==> config.mk <==
export PLATFORM = sky130hd
export DESIGN_NAME = spi_sck_prescaler
export DESIGN_NICKNAME = d
export VERILOG_FILES = /design/src/rtl/spi_presc_pkg.sv /design/src/rtl/presc_decode.sv /design/src/rtl/presc_counter.sv /design/src/rtl/sck_level.sv /design/src/rtl/spi_sck_prescaler.sv
export SDC_FILE = /design/constraint.sdc
export NUM_CORES = 1
export LEC_CHECK = 0
export BUFFER_PORTS_ARGS = -buffer_cell sky130_fd_sc_hd__buf_4
export CORE_MARGIN = 1
export CORE_UTILIZATION = 53
export CTS_CLUSTER_SIZE = 24
export DETAILED_ROUTE_END_ITERATION = 10
export GPL_TIMING_DRIVEN = 0
export PLACE_DENSITY = 0.77
export SLEW_MARGIN = 20
export SYNTH_ARGS = -nofsm -noshare
export SYNTH_HDL_FRONTEND = slang
export SYNTH_SLANG_ARGS = --single-unit
==> constraint.sdc <==
create_clock -name clk -period 4.8 [get_ports clk]
set_input_delay 1.2 -clock clk [delete_from_list [all_inputs] [get_ports clk]]
set_output_delay 1.2 -clock clk [all_outputs]
set_load 0.1 [all_outputs]
==> src/rtl/spi_presc_pkg.sv <==
package spi_presc_pkg;

   typedef enum logic {
      ENC_LINEAR = 1'b0,
      ENC_SCALED = 1'b1
   } presc_enc_e;

   // Widest divisor: a (2^spr_w - 1) factor shifted by up to 2^exp_w - 1.
   function automatic int unsigned div_width(int unsigned spr_w, int unsigned exp_w);
      return spr_w + (1 << exp_w) - 1;
   endfunction

endpackage

==> src/rtl/presc_decode.sv <==
module presc_decode
   import spi_presc_pkg::*;
#(
   parameter presc_enc_e ENC   = ENC_SCALED,
   parameter int unsigned CFG_W = 8,
   parameter int unsigned SPR_W = 4,
   parameter int unsigned EXP_W = 3,
   parameter int unsigned DIV_W = div_width(SPR_W, EXP_W)
) (
   input  logic [CFG_W-1:0] cfg,
   output logic [DIV_W-1:0] div
);

   localparam logic [SPR_W-1:0] FACTOR_MIN = SPR_W'(2);

   logic [SPR_W-1:0] factor;

   // Factor below 2 would give a zero-length half period.
   always_comb begin
      factor = cfg[SPR_W-1:0];
      if (factor < FACTOR_MIN) factor = FACTOR_MIN;
   end

   generate
      if (ENC == ENC_SCALED) begin : g_scaled
         logic [EXP_W-1:0] expo;
         // Exponent LSB sits just above the factor; upper bits skip one position.
         assign expo = {cfg[SPR_W+3:SPR_W+2], cfg[SPR_W]};
         assign div  = DIV_W'(factor) << expo;
      end else begin : g_linear
         assign div = DIV_W'({factor, 1'b0});
      end
   endgenerate

endmodule

==> src/rtl/presc_counter.sv <==
module presc_counter #(
   parameter int unsigned DIV_W = 11
) (
   input  logic             clk,
   input  logic             rst_n,
   input  logic             active,
   input  logic [DIV_W-1:0] div,
   output logic             toggle,
   output logic             tick
);

   logic [DIV_W-1:0] half_first;
   logic [DIV_W-1:0] half_second;
   logic [DIV_W-1:0] last;
   logic [DIV_W-1:0] cnt;
   logic             phase;
   logic             at_end;

   // Odd divisors give the extra cycle to the first half.
   assign half_second = div >> 1;
   assign half_first  = div - half_second;
   assign last        = phase ? (half_second - DIV_W'(1)) : (half_first - DIV_W'(1));
   assign at_end      = (cnt == last);

   always_ff @(posedge clk or negedge rst_n) begin
      if (!rst_n) begin
         cnt   <= '0;
         phase <= 1'b0;
      end else if (!active) begin
         cnt   <= '0;
         phase <= 1'b0;
      end else if (at_end) begin
         cnt   <= '0;
         phase <= ~phase;
      end else begin
         cnt   <= cnt + DIV_W'(1);
      end
   end

   assign toggle = active & at_end;
   assign tick   = toggle & phase;

endmodule

==> src/rtl/sck_level.sv <==
module sck_level (
   input  logic clk,
   input  logic rst_n,
   input  logic active,
   input  logic toggle,
   input  logic cpol,
   output logic sck
);

   logic inverted;

   always_ff @(posedge clk or negedge rst_n) begin
      if (!rst_n)       inverted <= 1'b0;
      else if (!active) inverted <= 1'b0;
      else if (toggle)  inverted <= ~inverted;
   end

   assign sck = cpol ^ inverted;

endmodule

==> src/rtl/spi_sck_prescaler.sv <==
module spi_sck_prescaler
   import spi_presc_pkg::*;
#(
   parameter presc_enc_e ENC   = ENC_SCALED,
   parameter int unsigned CFG_W = 8,
   parameter int unsigned SPR_W = 4,
   parameter int unsigned EXP_W = 3
) (
   input  logic             clk,
   input  logic             rst_n,
   input  logic [CFG_W-1:0] presc_cfg,
   input  logic             cpol,
   input  logic             xfer_active,
   input  logic             word_end,
   output logic             sck,
   output logic             sck_toggle,
   output logic             sck_tick
);

   localparam int unsigned DIV_W = div_width(SPR_W, EXP_W);
   localparam logic [DIV_W-1:0] DIV_RESET = DIV_W'(4);

   generate
      if (EXP_W != 3) begin : g_bad_exp
         $error("exponent field layout needs EXP_W == 3");
      end
      if (CFG_W < SPR_W + 4) begin : g_bad_cfg
         $error("prescale byte too narrow for the field layout");
      end
   endgenerate

   logic [DIV_W-1:0] div_dec;
   logic [DIV_W-1:0] div_q;

   presc_decode #(
      .ENC   (ENC),
      .CFG_W (CFG_W),
      .SPR_W (SPR_W),
      .EXP_W (EXP_W),
      .DIV_W (DIV_W)
   ) u_decode (
      .cfg (presc_cfg),
      .div (div_dec)
   );

   // Divisor is only replaced while idle or at a word boundary.
   always_ff @(posedge clk or negedge rst_n) begin
      if (!rst_n)                                 div_q <= DIV_RESET;
      else if (!xfer_active || (sck_tick && word_end)) div_q <= div_dec;
   end

   presc_counter #(
      .DIV_W (DIV_W)
   ) u_counter (
      .clk    (clk),
      .rst_n  (rst_n),
      .active (xfer_active),
      .div    (div_q),
      .toggle (sck_toggle),
      .tick   (sck_tick)
   );

   sck_level u_level (
      .clk    (clk),
      .rst_n  (rst_n),
      .active (xfer_active),
      .toggle (sck_toggle),
      .cpol   (cpol),
      .sck    (sck)
   );

endmodule

==> impl_metrics.json, run 1 <==
{
  "outcome": "finished, final reports clean",
  "crit_fanout": 7,
  "drive_gt1_share_pct": 12.5,
  "tightest_slew_ns": 0.447,
  "core_area_um2": 4350,
  "gp_congestion": 0.869,
  "cts_buffer_depth": 2,
  "met2_length_um": 2500,
  "cts_repair_resize_count": 0,
  "rows": 24,
  "cp.arrival_ns": 3.36,
  "grt_max_degree": 25,
  "drv_cap": 0,
  "start_util_pct": 55.5,
  "r2r-start": "div_q[2]",
  "met1_length_um": 2540,
  "yosysWarningCount": 0,
  "cts_tree": "done",
  "htreeDepth": 1,
  "boundaryPins": 16,
  "p_per_area_nw_per_um2": 263,
  "grt_overflow": 0,
  "synth_nets": 315,
  "cts_buffers": 3,
  "power.leakage_uw": 0.00122,
  "synthCells": 279,
  "p_sw_uw": 267,
  "antennaDiodeCount": 0,
  "clockRootBuffer": "clkbuf_8",
  "worstReg2RegEnd": "div_q[7]",
  "hold_viol_final": 0,
  "r2r_slack_ns": 1.43,
  "min_path_cells": 1,
  "grt_util_all_layers_pct": 23.4,
  "syn_to_final_growth_pct": 10.1,
  "fin_crit_sh_pct": 95.1,
  "hp-start": "div_q[0]",
  "drt-pass1-iter-count": 4,
  "relSlewSlack_pct": 70.1,
  "met3WireLength_um": 144,
  "cts-hold-fix-buffers": 0,
  "critical_path_class": "reg2out",
  "pwr-share-clk_pct": 20.3,
  "pwr-share-comb_pct": 46.9,
  "setup_violations": 0,
  "nets": 334,
  "clock.fmax_ghz": 0.219,
  "worstSetupEndpointType": "output port",
  "vias_per_cell": 5.66,
  "grt_pass1_vias": 1952,
  "min_to": "div_q[0]",
  "cp_cell_sequence": "inv_1 > ha_1 > nor2b_1 > a2111oi_4 > mux2i_1 > a21oi_1 > nand4b_1 > nand4b_4 > nor2_1 > and2_1 > buf_4",
  "rsz0062_at_grt": "false",
  "antenna_found_initial": 0,
  "grt_pass1_wl_um": 9030,
  "vias": 1976,
  "synth_seq_cells": 24,
  "fp.dieH_um": 69.5,
  "worst_slack_ns": 0.237,
  "route.detailed.drc": 0,
  "cp-start-kind": "register",
  "numPortBuffers": 14,
  "synth-async-reset-ratio_pct": 100,
  "slew_viol_final": 0,
  "dp_hpwl_um": 4200,
  "top_layer": "met4",
  "min_period_ns": 4.56,
  "synth_cell_types": 53,
  "die-area_um2": 4830,
  "switching_share_pct": 38.3,
  "hold_slack_ns": 0.517,
  "skew_ns": 0.00707,
  "slowest_delay_ns": 0.55,
  "cts.sinks": 24,
  "intPower_uw": 431,
  "n_fill_cell": 364,
  "hp-class": "reg2reg",
  "dpl_worst_slack_ns": 0.445,
  "routed_wl_um": 5310,
  "antenna_left": 0,
  "cts_setup_buffers": 0,
  "drt-initial-drc-count": 73,
  "wire_per_inst_um": 15.2,
  "r2r_cells": 11,
  "die-width_um": 69.5,
  "clk_latency_ns": 0.27,
  "cts.clk_slew.worst_paths_ns": 0.08,
  "pwr-share-seq_pct": 32.7,
  "ir_worst_vdd_v": 0.000234,
  "synth-edff-count": 0,
  "synthFlopType": "dfrtp_1",
  "synth.yosys.seq_area_share_pct": 24.9,
  "finalSetupTns_ns": 0,
  "syn_area_um2": 2410,
  "avgSynthCellArea_um2": 8.66,
  "slowest_stage": "dfstp_2",
  "required_ns": 3.60
}
[layer usage]
metal  track usage, %  vias to the layer above
met5                0                        -
met4             7.94                        0
met3             3.05                       13
met2             39.5                       30
met1             30.8                      944
li1                 -                      989
[power by group through the flow]
stage | logic (uW) | registers, uW | clock network [uW]
floorplan | 252 | 228 | 0
global placement | 311 | 232 | 0
detailed placement | 318 | 232 | 0
CTS | 321 | 228 | 142
global route | 363 | 230 | 152
finish | 328 | 229 | 142
[how the worst max path moves through the flow]
| stage | start | end | slack [ns] |
|---|---|---|---|
| 2_1_floorplan | div_q[1] | sck_tick | 0.35 |
| 3_3_place_gp | div_q[1] | sck_tick | 0.51 |
| 4_1_cts | div_q[2] | sck_tick | 0.12 |
| 3_5_place_dp | div_q[1] | sck_tick | 0.45 |
| 6_report | div_q[2] | sck_toggle | 0.24 |
| 5_1_grt | div_q[2] | sck_toggle | 0.004 |
[critical path: cells and delay by family, from the launching register on]
family	cells	cell delay (ns)
mux	1	0.28
buf+inv	2	0.38
flops	1	0.55
simple gates	5	0.93
fa+ha+maj	1	0.38
compound gates	2	0.55
[kinds of logic (layout without fill, tap and decap cells)]
kind of cell               Yosys count  after routing  synth area share (%)
AOI/OAI and AO/OA                   45             45                  12.9
and+or+nand+nor                    102            102                  22.3
xor gates and xnor gates            39             39                  14.1
DFF                                 24             24                  24.9
buffers and inverters               29             47                  5.34
muxes                               17             17                  8.19
adders and majority gates           23             23                  12.2
[layout by cell type (no fill, tap or decap), types with 2 or more instances in the layout]
cell and count:
or2_2 2, nor2b_1 8, nand2b_1 6, dfrtp_1 22, mux2_4 5, a21boi_1 2, ha_1 22, buf_2 3
nand4b_1 2, mux2i_1 10, nand3_1 13, a2111oi_0 2, and2_1 2, clkbuf_1 5, o31ai_1 3, o211ai_1 5
o21ai_0 8, o221ai_1 2, nand2_1 18, o21ai_1 2, xor2_1 18, or3_1 4, clkbuf_8 4, buf_4 13
nand3b_1 2, inv_1 19, xnor2_1 21, a21oi_1 10, and3_1 3, nor2_1 31, nor3_1 4
[cell type report]
class	instances	area, um2	share of cell area [%]
inverter	19	71.3	2.68
sequential	24	603	22.7
clock buffer	4	55.1	2.07
multi-input combinational	226	1700	63.8
timing repair buffer	14	109	4.10
buffer	10	57.6	2.17
tap	52	65.1	2.45
[registers in the layout, summed over array words and instances (netlist names)]
signal and flops:
u_level.inverted 1, u_counter.phase 1, div_q 11, u_counter.cnt 11
[through the flow]
stage / instance area, um2 / cells / utilization, % / power, uW
2_1_floorplan: 2410 / 279 / - / 479
3_3_place_gp: 2580 / 345 / 59.4 / 543
3_5_place_dp: 2580 / 345 / 59.4 / 550
4_1_cts: 2640 / 349 / 60.6 / 691
5_1_grt: 2660 / 349 / 61.0 / 745
6_report: 2660 / 349 / 61.0 / 698
[cell usage after synthesis (all sizes together), types with 4 or more instances]
library cell  count  area share (%)
nor2             31             4.8
dfrtp            23              24
ha               22              11
xnor2            21             7.6
inv              19             3.0
nand2            18             2.8
xor2             18             6.5
nand3            13             2.7
o21ai            11             2.7
a21oi            10             2.1
mux2i            10             4.1
nor2b             8             2.1
mux2              7             4.0
nand2b            6             1.6
buf               5             1.6
clkbuf            5            0.78
nor3              5             1.5
o211ai            5             1.6
or3               4             1.0
No activity file was read; power rests on OpenSTA's default activity.
==> run 2: changes to the inputs <==
SETUP_SLACK_MARGIN = 0.4   (was unset)
==> run 2 against run 1 <==
Effect of this change:
- core utilization grew 3.0 points
- final area rose by 4.9%
- count of clock-buffer cells in the layout is 1 lower
- critical path depth did not move
- worst setup slack better by 0.30 ns
- total power increased by 9.0%
- sequential power is essentially flat
- via count increased by 0.61%
- critical path type unchanged
- register-to-register slack better by 0.14 ns
- combinational power is 7.6% higher
- first-iteration DRC count grew 53%
==> impl_metrics.json, run 2 (same netlist as run 1, synthesis figures left out) <==
{
  "setup_violations": 0,
  "worstSetupStartpoint": "div_q[3]",
  "dp_hpwl_um": 4080,
  "boundaryPins": 16,
  "critical_path_class": "reg2out",
  "syn_to_final_growth_pct": 15.4,
  "place_area_um2": 2590,
  "layout_common_cells": "nor2_1, dfrtp_1, xnor2_1, ha_1",
  "slew_viol_final": 0,
  "numPortBuffers": 14,
  "grt_pass1_wl_um": 8960,
  "reg_top3": "div_q x11, u_counter.cnt x11",
  "ir_worst_vdd_v": 0.000186,
  "wire_per_inst_um": 15.0,
  "cp.arrival_ns": 3.06,
  "die-width_um": 69.5,
  "htreeDepth": 1,
  "p_per_area_nw_per_um2": 273,
  "start_util_pct": 55.5,
  "rsz0062_at_grt": "false",
  "outcome": "finished, final reports clean",
  "relSlewSlack_pct": 70.4,
  "vias_per_cell": 5.63,
  "dp_cells": 345,
  "grt_max_degree": 25,
  "clock.fmax_ghz": 0.235,
  "cts.clk_slew.worst_paths_ns": 0.08,
  "cp-start-kind": "register",
  "power.leakage_uw": 0.00126,
  "n_fill_cell": 364,
  "antenna_left": 0,
  "fin_crit_sh_pct": 88.8,
  "grt_overflow": 0,
  "final_common_cell": "nor2_1",
  "drt-initial-drc-count": 112,
  "gp_congestion": 0.869,
  "nets": 338,
  "crit_fanout": 7,
  "finalSetupTns_ns": 0,
  "r2r-start": "div_q[1]",
  "core_area_um2": 4350,
  "cts.sinks": 24,
  "die-area_um2": 4830,
  "worstSetupEndpointType": "output port",
  "rows": 24,
  "post-route-cell-area_um2": 2790,
  "grt_pass1_vias": 1935,
  "route.detailed.drc": 0,
  "antennaDiodeCount": 0,
  "drt-pass1-iter-count": 4,
  "routed_wl_um": 5290,
  "clockRootBuffer": "clkbuf_8",
  "cts_buffers": 3,
  "final_cells": 353,
  "fp.dieH_um": 69.5,
  "p_total_uw": 761,
  "grt_util_all_layers_pct": 23.2,
  "antenna_found_initial": 0,
  "tightest_slew_ns": 0.442,
  "hold_viol_final": 0,
  "hp-class": "reg2reg",
  "min_period_ns": 4.26,
  "required_ns": 3.60,
  "cts_buffer_depth": 2,
  "drv_cap": 0,
  "skew_ns": 0.00760,
  "vias": 1988,
  "post-route-util_pct": 64.0,
  "cts_tree": "done",
  "hp-start": "u_counter.cnt[0]",
  "clk_latency_ns": 0.27,
  "drive_gt1_share_pct": 18.6
}
-- run 2: changes by cell type in the layout (fill, tap and decap cells not counted), moves of 2 or more --
cell   change
ha_1       -3
inv_1      -2
buf_4      +3
ha_4       +2
-- run 2: routing by layer --
layer,track usage (%),vias up,wire (um)
li1,-,1000,-
met1,32.9,949,2650
met2,37.2,33,2430
met3,1.74,6,141
met4,7.94,0,72
met5,0,-,0
-- run 2: per-stage QoR --
stage	setup slack (ns)	hold WS [ns]
floorplan	0.630	0.465
global placement	0.489	0.486
detailed placement	0.429	0.498
CTS	0.423	0.522
global route	0.373	0.585
finish	0.537	0.567
-- run 2: final timing paths --
path                            slack (ns)  cells past startpoint               end
worst min-delay path                  0.57                      1  u_counter.cnt[0]
worst min register to register        0.57                      1  u_counter.cnt[0]
max in group asynchronous             3.68                      1          div_q[2]
min in group asynchronous             0.81                      1  u_level.inverted
worst max-delay path                  0.54                     11          sck_tick
worst max register to register        1.57                     13          div_q[5]
-- run 2: final cells by class --
| class | count | area (um2) | share of cell area, % |
|---|---|---|---|
| multi-input combinational | 226 | 1770 | 63.3 |
| tap | 52 | 65.1 | 2.33 |
| clock inverter | 1 | 30.0 | 1.08 |
| clock buffer | 3 | 41.3 | 1.48 |
| timing repair buffer | 18 | 151 | 5.43 |
| inverter | 19 | 73.8 | 2.65 |
| sequential | 24 | 603 | 21.6 |
| buffer | 10 | 57.6 | 2.06 |
-- run 2: worst max-delay path, stage by stage (launching register included) --
cell	delay, ns
dfrtp_1	0.47
inv_1	0.12
ha_1	0.42
nor3_1	0.26
o21ai_2	0.13
a211oi_2	0.31
nor3_1	0.09
o31ai_1	0.35
xnor2_2	0.21
nor2_2	0.06
and3_2	0.23
buf_12	0.16
-- run 2: where the power goes --
| part | leakage (uW) | internal (uW) | total [uW] | switching [uW] |
|---|---|---|---|---|
| Clock | 0.0000357 | 112 | 179 | 67.6 |
| Combinational | 0.000904 | 160 | 353 | 193 |
| Sequential | 0.000319 | 214 | 229 | 15.0 |
| Total | 0.00126 | 485 | 761 | 276 |
-- run 2: what timing repair did --
action	in CTS	in global routing
pin swaps	1	3
hold buffers	0	0
buffers inserted	4	0
gates resized for setup	7	15
setup endpoints to repair	2	2
==> run 3: changes to the inputs <==
==> constraint.sdc (replaced) <==
create_clock -name clk -period 4.8 [get_ports clk]
set_input_delay 0.24 -clock clk [delete_from_list [all_inputs] [get_ports clk]]
set_output_delay 0.24 -clock clk [all_outputs]
set_load 0.1 [all_outputs]
==> run 3 against run 2 <==
Effect of this change:
- sequential power is essentially flat
- largest cell class unchanged
- combinational power fell by 8.5%
- worst setup slack better by 0.55 ns
- final area shrank 4.9%
- wire length shrank 0.59%
- critical path depth grew 1
==> impl_metrics.json, run 3 (same netlist as run 1, synthesis figures left out) <==
{
  "skew_ns": 0.00702,
  "cts-hold-fix-buffers": 1,
  "hp-start": "xfer_active",
  "cts.sinks": 24,
  "min_to": "u_level.inverted",
  "final_common_cell": "nor2_1",
  "vias_per_cell": 5.62,
  "crit_fanout": 7,
  "grt_max_degree": 25,
  "r2r_slack_ns": 1.35,
  "hold_viol_final": 0,
  "antenna_left": 0,
  "post-route-cell-area_um2": 2650,
  "gp_congestion": 0.869,
  "r2r-start": "div_q[1]",
  "die-area_um2": 4830,
  "grt_pass1_wl_um": 9040,
  "fin_crit_sh_pct": 77.3,
  "grt_util_all_layers_pct": 23.4,
  "slowest_stage": "dfrtp_1",
  "wire_per_inst_um": 15.0,
  "relSlewSlack_pct": 66.9,
  "worstReg2RegEnd": "div_q[7]",
  "htreeDepth": 1,
  "p_per_area_nw_per_um2": 261,
  "clockRootBuffer": "clkbuf_8",
  "routed_wl_um": 5260,
  "clock.fmax_ghz": 0.270,
  "slowest_delay_ns": 0.51,
  "worst-path-buf-inv": 2,
  "fp.dieH_um": 69.5,
  "worstSetupEndpointType": "output port",
  "cp.arrival_ns": 3.47,
  "cts_buffers": 3,
  "cp_cell_sequence": "inv_1 > ha_1 > fa_1 > xor2_1 > nor2_1 > a31oi_1 > or4_4 > nor3_4 > nand4b_4 > nor2_1 > and3_1 > buf_4",
  "power.leakage_uw": 0.00122,
  "cts.clk_slew.worst_paths_ns": 0.09,
  "setup_violations": 0,
  "ir_worst_vdd_v": 0.000233,
  "required_ns": 4.56,
  "cts_repair_resize_count": 0,
  "numPortBuffers": 14,
  "drt-initial-drc-count": 95,
  "path_delay_family": "simple AND/OR/NAND/NOR gates",
  "hp-class": "in2reg",
  "vias": 1966,
  "rows": 24,
  "min_path_cells": 2,
  "slew_viol_final": 0,
  "tightest_slew_ns": 0.496,
  "drive_gt1_share_pct": 12.1,
  "place_area_um2": 2580,
  "reg_top3": "div_q x11, u_counter.cnt x11",
  "drt-pass1-iter-count": 4,
  "drv_cap": 0,
  "critical_path_class": "reg2out",
  "dp_hpwl_um": 4200,
  "cts_setup_buffers": 0,
  "grt_pass1_vias": 1955,
  "antenna_found_initial": 0,
  "start_util_pct": 55.5,
  "syn_to_final_growth_pct": 9.74,
  "die-width_um": 69.5,
  "cp-start-kind": "register",
  "clk_latency_ns": 0.27,
  "antennaDiodeCount": 0,
  "core_area_um2": 4350,
  "rsz0062_at_grt": "false",
  "crit_top_cell": "nor2_1",
  "boundaryPins": 16,
  "route.detailed.drc": 0,
  "cts_tree": "done",
  "nets": 335,
  "r2r_cells": 12,
  "finalSetupTns_ns": 0,
  "cts_buffer_depth": 2,
  "layout_common_cells": "nor2_1, dfrtp_1, ha_1, xnor2_1, inv_1",
  "grt_overflow": 0,
  "min_period_ns": 3.71,
  "outcome": "finished, final reports clean"
}
run 3: cell type report:
type	instances	area (um2)
Inverter	19	71.3
Fill cell	365	1700
Multi-Input combinational cell	226	1680
Timing Repair Buffer	15	115
Clock buffer	4	55.1
Sequential cell	24	602
Buffer	10	57.6
Tap cell	52	65.1
run 3: worst max-delay path by stage:
stage	startpoint	endpoint	slack, ns	depth (start not counted)
finish	div_q[1]	sck_tick	1.09	12
global route	div_q[2]	sck_tick	0.82	11
CTS	div_q[2]	sck_tick	1.08	11
detailed placement	div_q[1]	div_q[3]	1.38	12
global placement	div_q[1]	div_q[3]	1.44	12
floorplan	div_q[1]	sck_tick	1.31	11
run 3: through the flow:
| step | std cells | util (%) | setup slack, ns | hold WS, ns | power, uW |
|---|---|---|---|---|---|
| floorplan | 279 | - | 1.31 | -0.0556 | 479 |
| global placement | 345 | 59.4 | 1.44 | 0.158 | 543 |
| detailed placement | 345 | 59.4 | 1.38 | 0.161 | 550 |
| CTS | 350 | 60.9 | 1.08 | 0.262 | 692 |
| global route | 350 | 60.9 | 0.815 | 0.260 | 741 |
| finish | 350 | 60.9 | 1.09 | 0.261 | 692 |
run 3: worst register-to-register path: cells and delay by family, from the launching register on:
kind	cells	cell delay [ns]
adders and majority gates	2	0.70
AOI/OAI and AO/OA	2	0.32
muxes	1	0.31
DFF	1	0.51
and+or+nand+nor	4	1.01
xor gates and xnor gates	1	0.19
buffers and inverters	2	0.31
run 3: metal layers:
layer / wire, um / track usage, % / vias up
met5: 0 / 0 / -
met1: 2500 / 30.8 / 926
met4: 128 / 7.94 / 0
li1: - / - / 991
met3: 179 / 3.05 / 13
met2: 2450 / 39.5 / 36
run 3: power by group:
| part | leakage, uW | internal [uW] | total (uW) | switching [uW] |
|---|---|---|---|---|
| Clock | 0.0000288 | 73.3 | 140 | 66.7 |
| Combinational | 0.000873 | 143 | 323 | 180 |
| Sequential | 0.000321 | 213 | 228 | 14.9 |
| Total | 0.00122 | 430 | 692 | 262 |
